$ cat src/rtl/i2cm_pkg.sv
package i2cm_pkg;
  typedef enum logic [2:0] {
    ST_IDLE, ST_START, ST_HOLD, ST_BYTE, ST_STOP, ST_RSTART
  } seq_e;

  // control register image, bit 0 = enable
  typedef struct packed {
    logic rsta;
    logic txak;
    logic tx;
    logic msta;
    logic en;
  } ctrl_t;

  localparam int CTRL_W = 5;
endpackage

$ cat src/rtl/i2cm_regs.sv
module i2cm_regs
  import i2cm_pkg::*;
#(
  parameter int DW = 8,
  parameter int AW = 2
) (
  input  logic          clk,
  input  logic          rst,
  input  logic          reg_wr,
  input  logic          reg_rd,
  input  logic [AW-1:0] reg_addr,
  input  logic [DW-1:0] reg_wdata,
  input  logic          byte_done,
  input  logic          ack_level,
  input  logic [DW-1:0] rx_byte,
  input  logic          busy,
  input  logic          rsta_taken,
  output ctrl_t         ctrl_q,
  output logic [DW-1:0] tx_byte,
  output logic          launch,
  output logic          done_flag,
  output logic [DW-1:0] reg_rdata
);
  localparam logic [AW-1:0] A_CTRL = AW'(0);
  localparam logic [AW-1:0] A_STAT = AW'(1);
  localparam logic [AW-1:0] A_DATA = AW'(2);
  localparam logic [AW-1:0] A_OWN  = AW'(3);

  logic [DW-1:0] own_q;
  logic          nak_q;
  logic [DW-1:0] rd_mux;

  always_comb begin
    case (reg_addr)
      A_CTRL:  rd_mux = DW'(ctrl_q);
      A_STAT:  rd_mux = DW'({busy, nak_q, done_flag});
      A_DATA:  rd_mux = rx_byte;
      default: rd_mux = own_q;
    endcase
  end

  always_ff @(posedge clk) begin
    if (rst) begin
      ctrl_q    <= '0;
      own_q     <= '0;
      tx_byte   <= '0;
      nak_q     <= 1'b0;
      done_flag <= 1'b0;
      launch    <= 1'b0;
      reg_rdata <= '0;
    end else begin
      launch <= 1'b0;
      if (rsta_taken) ctrl_q.rsta <= 1'b0;
      if (reg_wr) begin
        case (reg_addr)
          A_CTRL: ctrl_q <= ctrl_t'(reg_wdata[CTRL_W-1:0]);
          A_STAT: if (!reg_wdata[0]) done_flag <= 1'b0;
          A_DATA: begin
            tx_byte <= reg_wdata;
            if (ctrl_q.en && ctrl_q.tx) launch <= 1'b1;
          end
          default: own_q <= reg_wdata;
        endcase
      end
      if (reg_rd) begin
        reg_rdata <= rd_mux;
        if (reg_addr == A_DATA && ctrl_q.en && !ctrl_q.tx) launch <= 1'b1;
      end
      // a completion event wins over a simultaneous clear
      if (byte_done) begin
        done_flag <= 1'b1;
        nak_q     <= ack_level;
      end
    end
  end
endmodule

$ cat src/rtl/i2cm_busmon.sv
module i2cm_busmon (
  input  logic clk,
  input  logic rst,
  input  logic en,
  input  logic scl_i,
  input  logic sda_i,
  output logic busy
);
  logic scl_d, sda_d;
  logic start_seen, stop_seen;

  assign start_seen = scl_d & scl_i & sda_d & ~sda_i;
  assign stop_seen  = scl_d & scl_i & ~sda_d & sda_i;

  always_ff @(posedge clk) begin
    if (rst) begin
      scl_d <= 1'b1;
      sda_d <= 1'b1;
      busy  <= 1'b0;
    end else begin
      scl_d <= scl_i;
      sda_d <= sda_i;
      if (!en)             busy <= 1'b0;
      else if (start_seen) busy <= 1'b1;
      else if (stop_seen)  busy <= 1'b0;
    end
  end
endmodule

$ cat src/rtl/i2cm_seq.sv
module i2cm_seq
  import i2cm_pkg::*;
#(
  parameter int DW = 8
) (
  input  logic          clk,
  input  logic          rst,
  input  logic          tick,
  input  ctrl_t         ctrl,
  input  logic          launch,
  input  logic [DW-1:0] tx_byte,
  input  logic          sda_i,
  output logic          scl_oe,
  output logic          sda_oe,
  output logic          byte_done,
  output logic          ack_level,
  output logic [DW-1:0] rx_byte,
  output logic          rsta_taken,
  output logic          in_byte
);
  localparam int NBIT = DW + 1;
  localparam int BW   = $clog2(NBIT + 1);
  localparam logic [BW-1:0] LAST = BW'(NBIT - 1);
  localparam logic [BW-1:0] DWB  = BW'(DW);

  seq_e          st;
  logic [1:0]    q;
  logic [BW-1:0] bitn;
  logic [DW-1:0] sh;
  logic          pend, is_tx;

  assign in_byte = (st == ST_BYTE);

  always_ff @(posedge clk) begin
    if (rst) begin
      st <= ST_IDLE; q <= '0; bitn <= '0; sh <= '0; pend <= 1'b0; is_tx <= 1'b0;
      scl_oe <= 1'b0; sda_oe <= 1'b0; byte_done <= 1'b0; rsta_taken <= 1'b0;
      ack_level <= 1'b0; rx_byte <= '0;
    end else if (!ctrl.en) begin
      st <= ST_IDLE; q <= '0; bitn <= '0; pend <= 1'b0;
      scl_oe <= 1'b0; sda_oe <= 1'b0; byte_done <= 1'b0; rsta_taken <= 1'b0;
    end else begin
      byte_done  <= 1'b0;
      rsta_taken <= 1'b0;
      if (launch && st != ST_BYTE) begin
        pend  <= 1'b1;
        is_tx <= ctrl.tx;
        sh    <= tx_byte;
      end
      if (tick) begin
        case (st)
          ST_IDLE: if (ctrl.msta) begin st <= ST_START; q <= '0; end
          ST_START: begin
            q <= q + 2'd1;
            if (q == 2'd0) sda_oe <= 1'b1;
            else begin scl_oe <= 1'b1; st <= ST_HOLD; end
          end
          ST_HOLD: begin
            q <= '0;
            if (!ctrl.msta)     st <= ST_STOP;
            else if (ctrl.rsta) st <= ST_RSTART;
            else if (pend) begin st <= ST_BYTE; bitn <= '0; pend <= 1'b0; end
          end
          ST_BYTE: begin
            q <= q + 2'd1;
            case (q)
              2'd0: sda_oe <= (bitn < DWB) ? (is_tx & ~sh[DW-1]) : (~is_tx & ~ctrl.txak);
              2'd1: scl_oe <= 1'b0;
              2'd2: if (bitn < DWB) sh <= {sh[DW-2:0], sda_i};
                    else ack_level <= sda_i;
              default: begin
                scl_oe <= 1'b1;
                if (bitn == LAST) begin
                  st <= ST_HOLD;
                  byte_done <= 1'b1;
                  if (!is_tx) rx_byte <= sh;
                end else bitn <= bitn + 1'b1;
              end
            endcase
          end
          ST_STOP: begin
            q <= q + 2'd1;
            case (q)
              2'd0:    sda_oe <= 1'b1;
              2'd1:    scl_oe <= 1'b0;
              default: begin sda_oe <= 1'b0; st <= ST_IDLE; end
            endcase
          end
          default: begin // ST_RSTART
            q <= q + 2'd1;
            case (q)
              2'd0: sda_oe <= 1'b0;
              2'd1: scl_oe <= 1'b0;
              2'd2: sda_oe <= 1'b1;
              default: begin scl_oe <= 1'b1; st <= ST_HOLD; rsta_taken <= 1'b1; end
            endcase
          end
        endcase
      end
    end
  end
endmodule

$ cat src/rtl/i2cm_engine.sv
module i2cm_engine
  import i2cm_pkg::*;
#(
  parameter int DW = 8,
  parameter int AW = 2
) (
  input  logic          clk,
  input  logic          rst,
  input  logic          tick,
  input  logic          reg_wr,
  input  logic          reg_rd,
  input  logic [AW-1:0] reg_addr,
  input  logic [DW-1:0] reg_wdata,
  output logic [DW-1:0] reg_rdata,
  input  logic          scl_i,
  input  logic          sda_i,
  output logic          scl_oe,
  output logic          sda_oe
);
  ctrl_t         ctrl_q;
  logic          en_w;
  logic [DW-1:0] tx_byte, rx_byte;
  logic          launch, byte_done, ack_level, rsta_taken, busy, done_flag, in_byte;

  assign en_w = ctrl_q.en;

  i2cm_regs #(.DW(DW), .AW(AW)) u_regs (
    .clk(clk), .rst(rst), .reg_wr(reg_wr), .reg_rd(reg_rd), .reg_addr(reg_addr),
    .reg_wdata(reg_wdata), .byte_done(byte_done), .ack_level(ack_level),
    .rx_byte(rx_byte), .busy(busy), .rsta_taken(rsta_taken), .ctrl_q(ctrl_q),
    .tx_byte(tx_byte), .launch(launch), .done_flag(done_flag), .reg_rdata(reg_rdata)
  );

  i2cm_seq #(.DW(DW)) u_seq (
    .clk(clk), .rst(rst), .tick(tick), .ctrl(ctrl_q), .launch(launch),
    .tx_byte(tx_byte), .sda_i(sda_i), .scl_oe(scl_oe), .sda_oe(sda_oe),
    .byte_done(byte_done), .ack_level(ack_level), .rx_byte(rx_byte),
    .rsta_taken(rsta_taken), .in_byte(in_byte)
  );

  i2cm_busmon u_busmon (
    .clk(clk), .rst(rst), .en(en_w), .scl_i(scl_i), .sda_i(sda_i), .busy(busy)
  );
endmodule

$ cat config.mk
export PLATFORM = sky130hd
export DESIGN_NAME = i2cm_engine
export DESIGN_NICKNAME = d
export VERILOG_FILES = /design/src/rtl/i2cm_pkg.sv /design/src/rtl/i2cm_regs.sv /design/src/rtl/i2cm_busmon.sv /design/src/rtl/i2cm_seq.sv /design/src/rtl/i2cm_engine.sv
export SDC_FILE = /design/constraint.sdc
export NUM_CORES = 1
export LEC_CHECK = 0
export ABC_AREA = 1
export BUFFER_PORTS_ARGS = -buffer_cell sky130_fd_sc_hd__buf_2
export CORE_MARGIN = 4
export CORE_UTILIZATION = 53
export DETAILED_ROUTE_END_ITERATION = 8
export PLACE_DENSITY = 0.84
export SKIP_LAST_GASP = 1
export SLEW_MARGIN = 20
export SYNTH_ARGS = -nofsm -noshare
export SYNTH_HDL_FRONTEND = slang
export SYNTH_SLANG_ARGS = --single-unit
$ cat constraint.sdc
create_clock -name clk -period 1.3 [get_ports clk]
set_input_delay 0.26 -clock clk [delete_from_list [all_inputs] [get_ports clk]]
set_output_delay 0.26 -clock clk [all_outputs]
set_load 0.02 [all_outputs]
Word level (Yosys, flattened, before mapping). Cells that the tools add are included.

Input bits: 17. Flip-flop bits (word level): 67. Output and inout port bits: 10.

Bitwise operators: 19. Eq/ne operators: 27. Multiplexer cells: 56. $lt $le $gt $ge: 1. Add/subtract/negate cells: 2. Reductions and logical operators: 33.

Operators with widths (number): 2-to-1 mux 8 bit (5); 2-to-1 mux 3 bit (9); 2-to-1 mux 1 bit (25); one-hot mux 8 bit (3 select lines) (1); 2-to-1 mux 4 bit (5); != test 2 bit (second input constant) (8); one-hot mux 3 bit (5 select lines) (1); != test 2 x 1 -> 1 bit (second input constant) (6); inverter 1 bit (12); AND reduction 6 bit (2); 2-to-1 mux 5 bit (2); AND reduction 2 bit (5); AND reduction 5 bit (2); one-hot mux 4 bit (2 select lines) (1); AND reduction 8 bit (1); nonzero test 2 bit (4); OR reduction 2 bit (4); OR reduction 8 bit (1); AND 1 bit (7); AND reduction 7 bit (1); OR reduction 7 bit (1); == test 3 x 2 -> 1 bit (second input constant) (2); one-hot mux 1 bit (2 select lines) (3); OR reduction 3 bit (2); other kinds (22) (28).

Logic depth before layout (Yosys ltp).
Word-level depth: 8. Mapped depth: 11. Depth with buffers taken out: 11.

Hierarchy. Synthesis repeated with hierarchy kept, for this count alone.

Cells, all modules: 447. Area total of the unflattened synthesis: 3189.3 µm².

Modules (own cells, without submodules): i2cm_seq (instances 1, cells an instance 250, area an instance 1735.4 µm²); i2cm_regs (instances 1, cells an instance 182, area an instance 1332.5 µm²); i2cm_busmon (instances 1, cells an instance 15, area an instance 121.4 µm²).

Worst setup path before layout. No wires, ideal clock.

Path kind: register -> register. From: register u_seq.q[0]. To: register u_seq.sh[0]. Cell stages (with the launch flop): 8. Clock period less this slack: 1.352 ns. Buffers on the path: 0. Arrival: 1.235 ns. Required time: 1.183 ns. Path slack: -0.052 ns. Cells stage by stage: dfxtp_1 inv_1 ha_1 inv_1 nor3_1 nand3_2 o211ai_1 nor2_1.

Longest elaborated chain between the ends: 4.

RTL lines: start: declaration (line i2cm_seq.sv:27) `logic [1:0] q;`; start signal: assignment (line i2cm_seq.sv:54) `q <= q + 2'd1;`; start signal: assignment (line i2cm_seq.sv:65) `q <= q + 2'd1;`; start signal: assignment (line i2cm_seq.sv:82) `q <= q + 2'd1;`; == test 2 bit (line i2cm_seq.sv:66) `case (q)`; 2-to-1 mux 8 bit (line i2cm_seq.sv:66); 2-to-1 mux 8 bit (line i2cm_seq.sv:51) `case (st)`; 2-to-1 mux 8 bit (line i2cm_seq.sv:50) `if (tick) begin`; end signal: assignment (line i2cm_seq.sv:48) `sh <= tx_byte;`; end signal: assignment (line i2cm_seq.sv:69) `2'd2: if (bitn < DWB) sh <= {sh[DW-2:0], sda_i};`; end: declaration (line i2cm_seq.sv:29) `logic [DW-1:0] sh;`.

No other way between the ends. A chain may end at the register's enable or synchronous reset.

Worst setup path after layout.
From: register u_seq.bitn[1]. To: register u_seq.rx_byte[2].

Longest elaborated chain between the ends: 2.

RTL lines: start: declaration (line i2cm_seq.sv:28) `logic [BW-1:0] bitn;`; start signal: assignment (line i2cm_seq.sv:77) `end else bitn <= bitn + 1'b1;`; == test 4 bit (line i2cm_seq.sv:73) `if (bitn == LAST) begin`; AND reduction 6 bit (no source line); end signal: assignment (line i2cm_seq.sv:76) `if (!is_tx) rx_byte <= sh;`; end: declaration (line i2cm_seq.sv:17) `output logic [DW-1:0] rx_byte,`.

No other way between the ends.

==> flow_summary.toml <==
[synthesis]
synth-seq-cells = 67
synth_top_area_share = 0.434
syn_area_mm2 = 0.00309
ys_top_cells_by_area = "dfxtp_1 (43%), nor2_1 (9.4%), o21ai_0 (7.8%)"
ys_types = 30
synth_nets = 455
syn_avg_cell_area_um2 = 7.15
synth_edf_count = 0
synth_cells = 432
yosysTopAreaCell = "dfxtp_1"
yosys-top-cells-count = "nor2_1 (77), dfxtp_1 (67), nand2_1 (59), inv_1 (51), o21ai_0 (48)"
synth-seq-area-share = 0.434
synthArstFlopShare = 0
synth_warnings = 0
yosysMostFrequentCell = "nor2_1"
ys.flop_type = "dfxtp_1"

[grt]
grt_pass1_vias = 3244
grt_usage = 0.258
grt_max_degree = 26
antenna_found_initial = 0
grt_overflow = 0
grt_pass1_wl_mm = 14.8

[detailed_routing]
remaining_drc_errors = 0
ant_nets = 0
drt_iter0_markers = 251
route.met3.wl_um = 730
dr_total_vias = 3327
drt_pass1_iterations = 5
wl_met1_mm = 3.45
top_layer_used = "met4"
routedWlPerCell_um = 16.0
wl_met2_mm = 4.83
vias_per_cell = 5.69
routed_wl_mm = 9.38

[sta]
finalHoldViolCount = 0
timing.fmax_mhz = 730
layout_min_cycle_time_ns = 1.37
finalWorstSetupSlack_ns = -0.0695
drv_slew = 0
skew_ns = 0.00616
rsz0062_at_grt = "yes"
max_slew.worst_pin.slew_ns = 0.398
whs_ns = 0.117
fin_crit_sh = 1.05
setup_violations = 19
slew_headroom = 0.734

[worst_setup_path]
cp-start-kind = "flop"
cp-end-kind = "flop"
path_max_fanout = 7
critPathArrivalTime_ns = 1.65
cp.required_ns = 1.59
crit_type = "reg -> reg"

[final_layout]
drive_above_1_share = 0.333
nets = 531
syn2layout_area_growth_pct = 35.9
fin_util = 0.753
fillCellCount = 384
final_cells = 585
n_antenna_cell = 0

[power_and_ir_drop]
p_per_area_mw_per_mm2 = 1040
pwr-share-clk = 0.440
ir_drop_mv = 0.803
p_int_mw = 3.29
total_power_mw = 4.37
p_sw_mw = 1.08
p_leak_nw = 1.72
power_frac_seq = 0.483
combPwrFrac = 0.076
sw_frac_of_total = 0.246

[clock_tree]
cts_sinks = 67
clock_path_buffers = 2
clk_pin_slew_ns = 0.07
h-tree-depth = 3
clk_latency_ns = 0.35
tritoncts = "built"
root_buffer = "clkbuf_8"
cts-buffers-inserted = 9

[outcome]
status = "finished with violations"
failed_checks = "setup timing"

[place]
place_congestion = 0.873
dp.cells = 561
io_buffers = 26
dp_hpwl_mm = 6.16

[floorplanning]
dieWidth_um = 84.3
die-area_mm2 = 0.00711
die_y_um = 84.3
num_io_pins = 27
row_count = 27
core_region_area_mm2 = 0.00557
start_util = 0.554

[worst_hold_path]
hp-class = "in -> reg"

[job]
maxCapViolCount = 0
==> power by group through the flow <==
| stage | Combinational, mW | Clock [mW] | Sequential (mW) |
|---|---|---|---|
| floorplan | 0.148 | 0 | 2.18 |
| global placement | 0.290 | 0 | 2.16 |
| detailed placement | 0.300 | 0 | 2.17 |
| CTS | 0.316 | 1.93 | 2.12 |
| global route | 0.360 | 2.03 | 2.11 |
| finish | 0.332 | 1.92 | 2.11 |
==> per-layer routing <==
layer / track usage / vias to the layer above
li1: - / 1573
met1: 0.288 / 1545
met2: 0.451 / 160
met3: 0.0824 / 49
met4: 0.109 / 0
met5: 0 / -
==> path summary, 6_finish.rpt <==
path,to,depth (start not counted),from,slack (ns)
worst max-delay path,u_seq.rx_byte[2],9,u_seq.bitn[1],-0.07
worst min-delay path,u_busmon.scl_d,2,scl_i,0.12
worst max register to register,u_seq.rx_byte[2],9,u_seq.bitn[1],-0.07
worst min register to register,u_seq.scl_oe,2,u_seq.scl_oe,0.45
==> critical path: stages, from the launching register on <==
cell,delay (ns)
dfxtp_2,0.33
inv_2,0.06
ha_4,0.14
nand2_4,0.06
nor2_4,0.16
nand2_4,0.09
nor2_4,0.15
buf_6,0.17
o21ai_2,0.05
nor2_1,0.09
==> timing repair <==
action | CTS | global route
setup buffers | 6 | 1
pin swaps | 19 | 33
hold endpoints to repair | 0 | 0
gates cloned | 1 | 0
hold buffers | 0 | 0
resized for setup | 53 | 53
endpoints found under the setup margin | 26 | 29
==> stage by stage <==
stage / area [um^2] / TNS (ns) / worst slack (ns)
CTS: 4030 / -0.601 / -0.0742
global route: 4200 / -2.48 / -0.135
detailed placement: 3600 / -2.12 / -0.160
floorplan: 3100 / 0 / 0.00289
finish: 4200 / -0.687 / -0.0695
global placement: 3600 / -1.21 / -0.117
==> layout by cell type, fill, tap and decap left out, types with 3 or more instances in the layout <==
master    count
o21ai_1       7
nor2_4        6
nand3_1      20
nor2_2        9
inv_4         3
dfxtp_4       5
nand4_1      12
clkbuf_8      9
nand3_4       4
o211ai_1     10
nor2_1       65
o21ai_2       8
inv_1        41
buf_4        49
o21ai_0      33
inv_2         9
nand2_2       7
ha_4          5
nand2_4       6
nand3_2       4
nand2_1      49
nor3_1        4
buf_2        26
dfxtp_1      58
a21oi_1      35
dfxtp_2       4
==> logic make-up (layout without fill, tap and decap cells) <==
group | after synthesis | count (layout) | share of synthesized area
AOI/OAI and AO/OA | 100 | 100 | 0.177
xor gates and xnor gates | 2 | 2 | 0.00567
adders and majority gates | 6 | 6 | 0.0243
buffers and inverters | 67 | 147 | 0.0855
DFF | 67 | 67 | 0.434
and+or+nand+nor | 190 | 191 | 0.274
==> sequential cells by signal, indices dropped and copies added, names as in the netlist, 2 cells and up <==
register and cells:
u_regs.ctrl_q 5, u_regs.own_q 8, u_regs.reg_rdata 8, u_regs.tx_byte 8, u_seq.bitn 4, u_seq.q 2, u_seq.rx_byte 8, u_seq.sh 8
u_seq.st 3
==> cell type report <==
class,count,area (um^2),share of cell area
clock inverters,6,88.8,0.0212
repair buffers,78,549,0.131
flip-flops and latches,67,1370,0.325
clock buffers,10,128,0.0304
inverters,53,206,0.0492
multi-input cells,299,1770,0.422
well taps,72,90.1,0.0215
Note: power is estimated with default switching activity, not from simulation.
